## src/rtl/dispDmaPkg.sv

```systemverilog
package dispDmaPkg;
  typedef struct packed {
    logic raise;   // request issued this cycle
    logic begin_;  // first doubleword of a new service
    logic step;    // doubleword of the counting service
    logic reload;  // field start budget reload
  } ctrlStrobes_t;
endpackage

```

## src/rtl/dispDmaDatapath.sv

```systemverilog
module dispDmaDatapath
  import dispDmaPkg::*;
#(
  parameter int LVL_W = 8,
  parameter int THR_W = 6,
  parameter int EVT_W = 4
) (
  input  logic             clk,
  input  logic             rstN,
  input  ctrlStrobes_t     strobes,
  input  logic [EVT_W-1:0] evtPerField,
  input  logic [LVL_W-1:0] freeSpace,
  input  logic [THR_W-1:0] threshold,
  input  logic             chromaMode,
  output logic             spaceOk1,
  output logic             spaceOk2,
  output logic             cntIdle,
  output logic             budgetZero,
  output logic             serviceDone
);
  localparam int CMP_W = ((LVL_W > THR_W) ? LVL_W : THR_W) + 1;

  logic [THR_W-1:0] remain;
  logic [EVT_W-1:0] budget;
  logic [THR_W-1:0] svcLen;
  logic [CMP_W-1:0] freeWide, thrWide;

  assign freeWide   = CMP_W'(freeSpace);
  assign thrWide    = CMP_W'(threshold);
  assign spaceOk1   = freeWide >= thrWide;
  assign spaceOk2   = freeWide >= (thrWide << 1);
  assign cntIdle    = (remain == '0);
  assign budgetZero = (budget == '0);
  assign svcLen     = chromaMode ? (threshold >> 1) : threshold;

  always_ff @(posedge clk or negedge rstN) begin
    if (!rstN) begin
      remain      <= '0;
      budget      <= '0;
      serviceDone <= 1'b0;
    end else begin
      serviceDone <= (strobes.begin_ && svcLen == THR_W'(1)) ||
                     (strobes.step && remain == THR_W'(1));
      if (strobes.begin_)    remain <= svcLen - THR_W'(1);
      else if (strobes.step) remain <= remain - THR_W'(1);
      if (strobes.reload)     budget <= evtPerField;
      else if (strobes.raise) budget <= budget - EVT_W'(1);
    end
  end


  count_underflow_chk: assert property (@(posedge clk) disable iff (!rstN)
    strobes.step |-> remain != '0);

  budget_spend_chk: assert property (@(posedge clk) disable iff (!rstN)
    strobes.raise |-> budget != '0);

  done_at_zero_chk: assert property (@(posedge clk) disable iff (!rstN)
    serviceDone |-> remain == '0);
endmodule

```

## src/rtl/dispDmaCtrl.sv

```systemverilog
module dispDmaCtrl
  import dispDmaPkg::*;
(
  input  logic         clk,
  input  logic         rstN,
  input  logic         fieldStart,
  input  logic         dmaWr,
  input  logic         spaceOk1,
  input  logic         spaceOk2,
  input  logic         cntIdle,
  input  logic         budgetZero,
  output ctrlStrobes_t strobes,
  output logic         dmaEvent
);
  logic pending;
  logic spaceOk;

  assign spaceOk = cntIdle ? spaceOk1 : spaceOk2;

  always_comb begin
    strobes        = '0;
    strobes.reload = fieldStart;
    strobes.raise  = !fieldStart && !budgetZero && !pending && spaceOk;
    strobes.begin_ = dmaWr && pending && cntIdle;
    strobes.step   = dmaWr && !cntIdle;
  end

  always_ff @(posedge clk or negedge rstN) begin
    if (!rstN) begin
      pending  <= 1'b0;
      dmaEvent <= 1'b0;
    end else begin
      dmaEvent <= strobes.raise;
      if (strobes.raise)       pending <= 1'b1;
      else if (strobes.begin_) pending <= 1'b0;
    end
  end


  event_pulse_chk: assert property (@(posedge clk) disable iff (!rstN)
    dmaEvent |=> !dmaEvent);

  pending_entry_chk: assert property (@(posedge clk) disable iff (!rstN)
    (pending && !$past(pending)) |-> dmaEvent);
endmodule

```

## src/rtl/dispDmaReqGen.sv

```systemverilog
module dispDmaReqGen
  import dispDmaPkg::*;
#(
  parameter int LVL_W = 8,
  parameter int THR_W = 6,
  parameter int EVT_W = 4
) (
  input  logic             clk,
  input  logic             rstN,
  input  logic             fieldStart,
  input  logic [EVT_W-1:0] evtPerField,
  input  logic [LVL_W-1:0] freeSpace,
  input  logic [THR_W-1:0] threshold,
  input  logic             chromaMode,
  input  logic             dmaWr,
  output logic             dmaEvent,
  output logic             serviceDone
);
  ctrlStrobes_t strobes;
  logic spaceOk1, spaceOk2, cntIdle, budgetZero;

  dispDmaCtrl ctrl_i (
    .clk(clk), .rstN(rstN), .fieldStart(fieldStart), .dmaWr(dmaWr),
    .spaceOk1(spaceOk1), .spaceOk2(spaceOk2), .cntIdle(cntIdle),
    .budgetZero(budgetZero), .strobes(strobes), .dmaEvent(dmaEvent)
  );

  dispDmaDatapath #(.LVL_W(LVL_W), .THR_W(THR_W), .EVT_W(EVT_W)) dp_i (
    .clk(clk), .rstN(rstN), .strobes(strobes), .evtPerField(evtPerField),
    .freeSpace(freeSpace), .threshold(threshold), .chromaMode(chromaMode),
    .spaceOk1(spaceOk1), .spaceOk2(spaceOk2), .cntIdle(cntIdle),
    .budgetZero(budgetZero), .serviceDone(serviceDone)
  );
endmodule

```

## config.mk

```make
export PLATFORM = sky130hd
export DESIGN_NAME = dispDmaReqGen
export DESIGN_NICKNAME = d
export VERILOG_FILES = /design/src/rtl/dispDmaPkg.sv /design/src/rtl/dispDmaDatapath.sv /design/src/rtl/dispDmaCtrl.sv /design/src/rtl/dispDmaReqGen.sv
export SDC_FILE = /design/constraint.sdc
export NUM_CORES = 1
export LEC_CHECK = 0
export ABC_AREA = 1
export BUFFER_PORTS_ARGS = -buffer_cell sky130_fd_sc_hd__buf_2
export CORE_UTILIZATION = 50
export CTS_CLUSTER_SIZE = 12
export DETAILED_ROUTE_END_ITERATION = 10
export PLACE_DENSITY = 0.83
export SLEW_MARGIN = 20
export SYNTH_ARGS = -nofsm -noshare
export SYNTH_HDL_FRONTEND = slang
export SYNTH_HIERARCHICAL = 1
export SYNTH_SLANG_ARGS = --single-unit
```

## constraint.sdc

```tcl
create_clock -name clk -period 3.3 [get_ports clk]
set_clock_uncertainty 0.05 [all_clocks]
set_input_delay 0.33 -clock clk [delete_from_list [all_inputs] [get_ports clk]]
set_output_delay 0.33 -clock clk [all_outputs]
set_load 0.03 [all_outputs]
```

==> impl_metrics.env <==
export IMPL_wire_per_inst_um=10.3
export IMPL_clk_path_buf_depth=2
export IMPL_drtIter0Drc=29
export IMPL_min_period_over_period_pct=72.5
export IMPL_cp_end_kind="flop"
export IMPL_initial_core_util_pct=52.5
export IMPL_layout_nets=255
export IMPL_syn_to_final_growth_pct=13.5
export IMPL_num_antenna_cells=0
export IMPL_switchingPower_w=0.000270
export IMPL_top_layer="met4"
export IMPL_grt_usage_pct=21.6
export IMPL_critPathKind="reg2reg"
export IMPL_hold_slack_ns=0.202
export IMPL_synth_top_cell_area_share_pct=25.0
export IMPL_p_comb_share_pct=45.3
export IMPL_swShare_pct=41.9
export IMPL_core_rowCount=18
export IMPL_first_global_vias=1090
export IMPL_core_area_um2=2480
export IMPL_drv_slew=0
export IMPL_clock_sinks=13
export IMPL_slew_headroom_pct=60.9
export IMPL_ctsRootBufferMaster="clkbuf_4"
export IMPL_dpl_cell_area_um2=1440
export IMPL_grt_start_max_net_pins=14
export IMPL_drive_gt1_share_pct=20.2
export IMPL_vias=1230
export IMPL_hold_viol_final=0
export IMPL_post_cts_setup_buffers=0
export IMPL_ys_warn_count=6
export IMPL_ys_ff_latch=13
export IMPL_fin_crit_ns=2.39
export IMPL_rsz0062_at_grt="false"
export IMPL_synth_area_leader_cell="dfrtp_1"
export IMPL_slowest_delay_ns=0.50
export IMPL_synth_edf_count=0
export IMPL_cts_resized=0
export IMPL_worstPathRequired_ns=3.48
export IMPL_netlist_instances=186
export IMPL_stdcell_area_um2=1480
export IMPL_antenna_found_initial=0
export IMPL_critPathLaunchType="flop"
export IMPL_finalSetupViolations=0
export IMPL_maxCapViolations=0
export IMPL_synth_nets=227
export IMPL_hold_path_class="in2reg"
export IMPL_cp_slowest_cell="nor3_1"
export IMPL_grt_pass1_wl_mm=4.39
export IMPL_wl_met1_mm=1.19
export IMPL_cell_internal_pwr_w=0.000374
export IMPL_via_per_inst=5.06
export IMPL_place_congestion=0.897
export IMPL_fin_cells=243
export IMPL_seqPwrFrac_pct=38.9
export IMPL_synth_area_leaders="dfrtp_1 25%, ha_1 17%, nand2_1 14%"
export IMPL_wirelength_mm=2.50
export IMPL_worst_slew_pin_slew_ns=0.583
export IMPL_synth_seq_area_share_pct=25.0
export IMPL_cts_inserted_buffers=3
export IMPL_worst_path_most_repeated_cell="inv_1"
export IMPL_dr_pass1_iters=7
export IMPL_dp_cells=238
export IMPL_crit_arrival_ns=2.57
export IMPL_hpwlAfterDp_mm=2.12
export IMPL_h_tree_depth=1
export IMPL_die_h_um=53.0
export IMPL_dp_slack_ns=0.937
export IMPL_powerDensity_nw_per_um2=436
export IMPL_outcome="finished with violations"
export IMPL_fin_tns_setup_ns=0
export IMPL_met3_wirelength_um=75
export IMPL_vdd_drop_max_mv=0.342
export IMPL_fmax_mhz=418
export IMPL_cp_max_fo=8
export IMPL_overflow=0
export IMPL_place_port_buffers=24
export IMPL_avgSynthCellArea_um2=7.00
export IMPL_insertion_delay_ns=0.28
export IMPL_fin_ws_ns=0.906
export IMPL_dieArea_um2=2810
export IMPL_die_w_um=53.0
export IMPL_drtAntennaViolNets=0
export IMPL_met2_wirelength_mm=1.20
export IMPL_ys_types=31
export IMPL_cts_tree="built"
export IMPL_p_leak_nw=0.817
export IMPL_cts_reportedPaths_clkPinSlew_ns=0.08
export IMPL_violations="design-rule violations"
export IMPL_worstPathCellList="inv_1 -> ha_1 -> nand2_1 -> nor3_1 -> inv_2 -> nor3_1 -> inv_1 -> a41oi_1 -> nand2_1 -> inv_1"
export IMPL_ys_flop_type="dfrtp_1"
export IMPL_yosys_top_cells_count="49 x nand2_1, 30 x inv_1, 18 x ha_1, 14 x nor2_1, 13 x dfrtp_1"
export IMPL_drc=2
export IMPL_syn_area_um2=1300
export IMPL_async_reset_ff_share_pct=100
export IMPL_clkPwrFrac_pct=15.7
export IMPL_pin_count=25
export IMPL_synth_most_common_cell="nand2_1"
[placed cells by master, fill, tap and decap left out, types with 6 or more instances in the layout]
cell,netlist,final
o21ai_0,6,6
nand2_2,7,7
inv_1,30,30
dfrtp_1,13,13
buf_2,0,24
nand2_1,49,49
nor2_1,14,14
ha_1,18,18
nand3_1,11,11
[cell families after synthesis]
logic type	share of synthesized area [%]
compound gates	12.3
xor+xnor	2.69
fa+ha+maj	17.3
buf+inv	11.3
flops	25.0
simple gates	31.3
[power by group through the flow]
stage	registers [W]	clock network, W	logic, W
4_1_cts	0.000251	0.000104	0.000295
6_report	0.000251	0.000101	0.000292
3_3_place_gp	0.000251	0	0.000291
5_1_grt	0.000257	0.000113	0.000341
3_5_place_dp	0.000253	0	0.000293
2_1_floorplan	0.000249	0	0.000224
[path summary, 6_finish.rpt]
check | startpoint | to | slack, ns | cells after the start
setup reg to reg | dp_i/remain[0] | dp_i/remain[3] | 0.91 | 10
min in group asynchronous | rstN | dp_i/budget[0] | 0.41 | 2
setup / recovery | dp_i/remain[0] | dp_i/remain[3] | 0.91 | 10
max in group asynchronous | rstN | dp_i/remain[2] | 2.56 | 2
hold / removal | evtPerField[1] | dp_i/budget[1] | 0.20 | 3
hold reg to reg | dp_i/remain[1] | dp_i/remain[1] | 0.45 | 2
[worst max-delay path, delay by kind of cell (launching register included)]
kind	cells	cell delay, ns
AND/OR/NAND/NOR	4	0.94
flip-flops	1	0.41
AO/OA/AOI/OAI	1	0.27
buffers and inverters	4	0.52
adder cells (fa/ha/maj)	1	0.15
[area by class of cell]
| type | instances | area (µm²) |
|---|---|---|
| clock buffers | 4 | 26.3 |
| inverters | 33 | 129 |
| fillers | 239 | 1000 |
| repair buffers | 25 | 130 |
| well taps | 30 | 37.5 |
| multi-input cells | 138 | 828 |
| flip-flops and latches | 13 | 325 |
[flip-flops by register name (all words and copies together) (netlist names)]
signal / cells
ctrl_i/pending: 1
dp_i/budget: 4
dp_i/remain: 6
ctrl_i/dmaEvent: 1
dp_i/serviceDone: 1
[per-stage QoR]
| step | utilization, % | power, W |
|---|---|---|
| global route | 59.6 | 0.000710 |
| CTS | 59.6 | 0.000650 |
| floorplan | - | 0.000473 |
| detailed placement | 58.1 | 0.000547 |
| global placement | 58.1 | 0.000542 |
| finish | 59.6 | 0.000644 |
[layer usage]
layer  GRT usage, %  up-vias
met3           5.46        5
met1           26.1      551
met4           6.58        0
li1               -      655
met2           37.1       19
met5              0        -
[what timing repair did]
item	in CTS	in global routing
endpoints found under the setup margin	0	0
endpoints found under the hold margin	13	0
hold buffers	1	0
(Power assumes the default switching activity.)
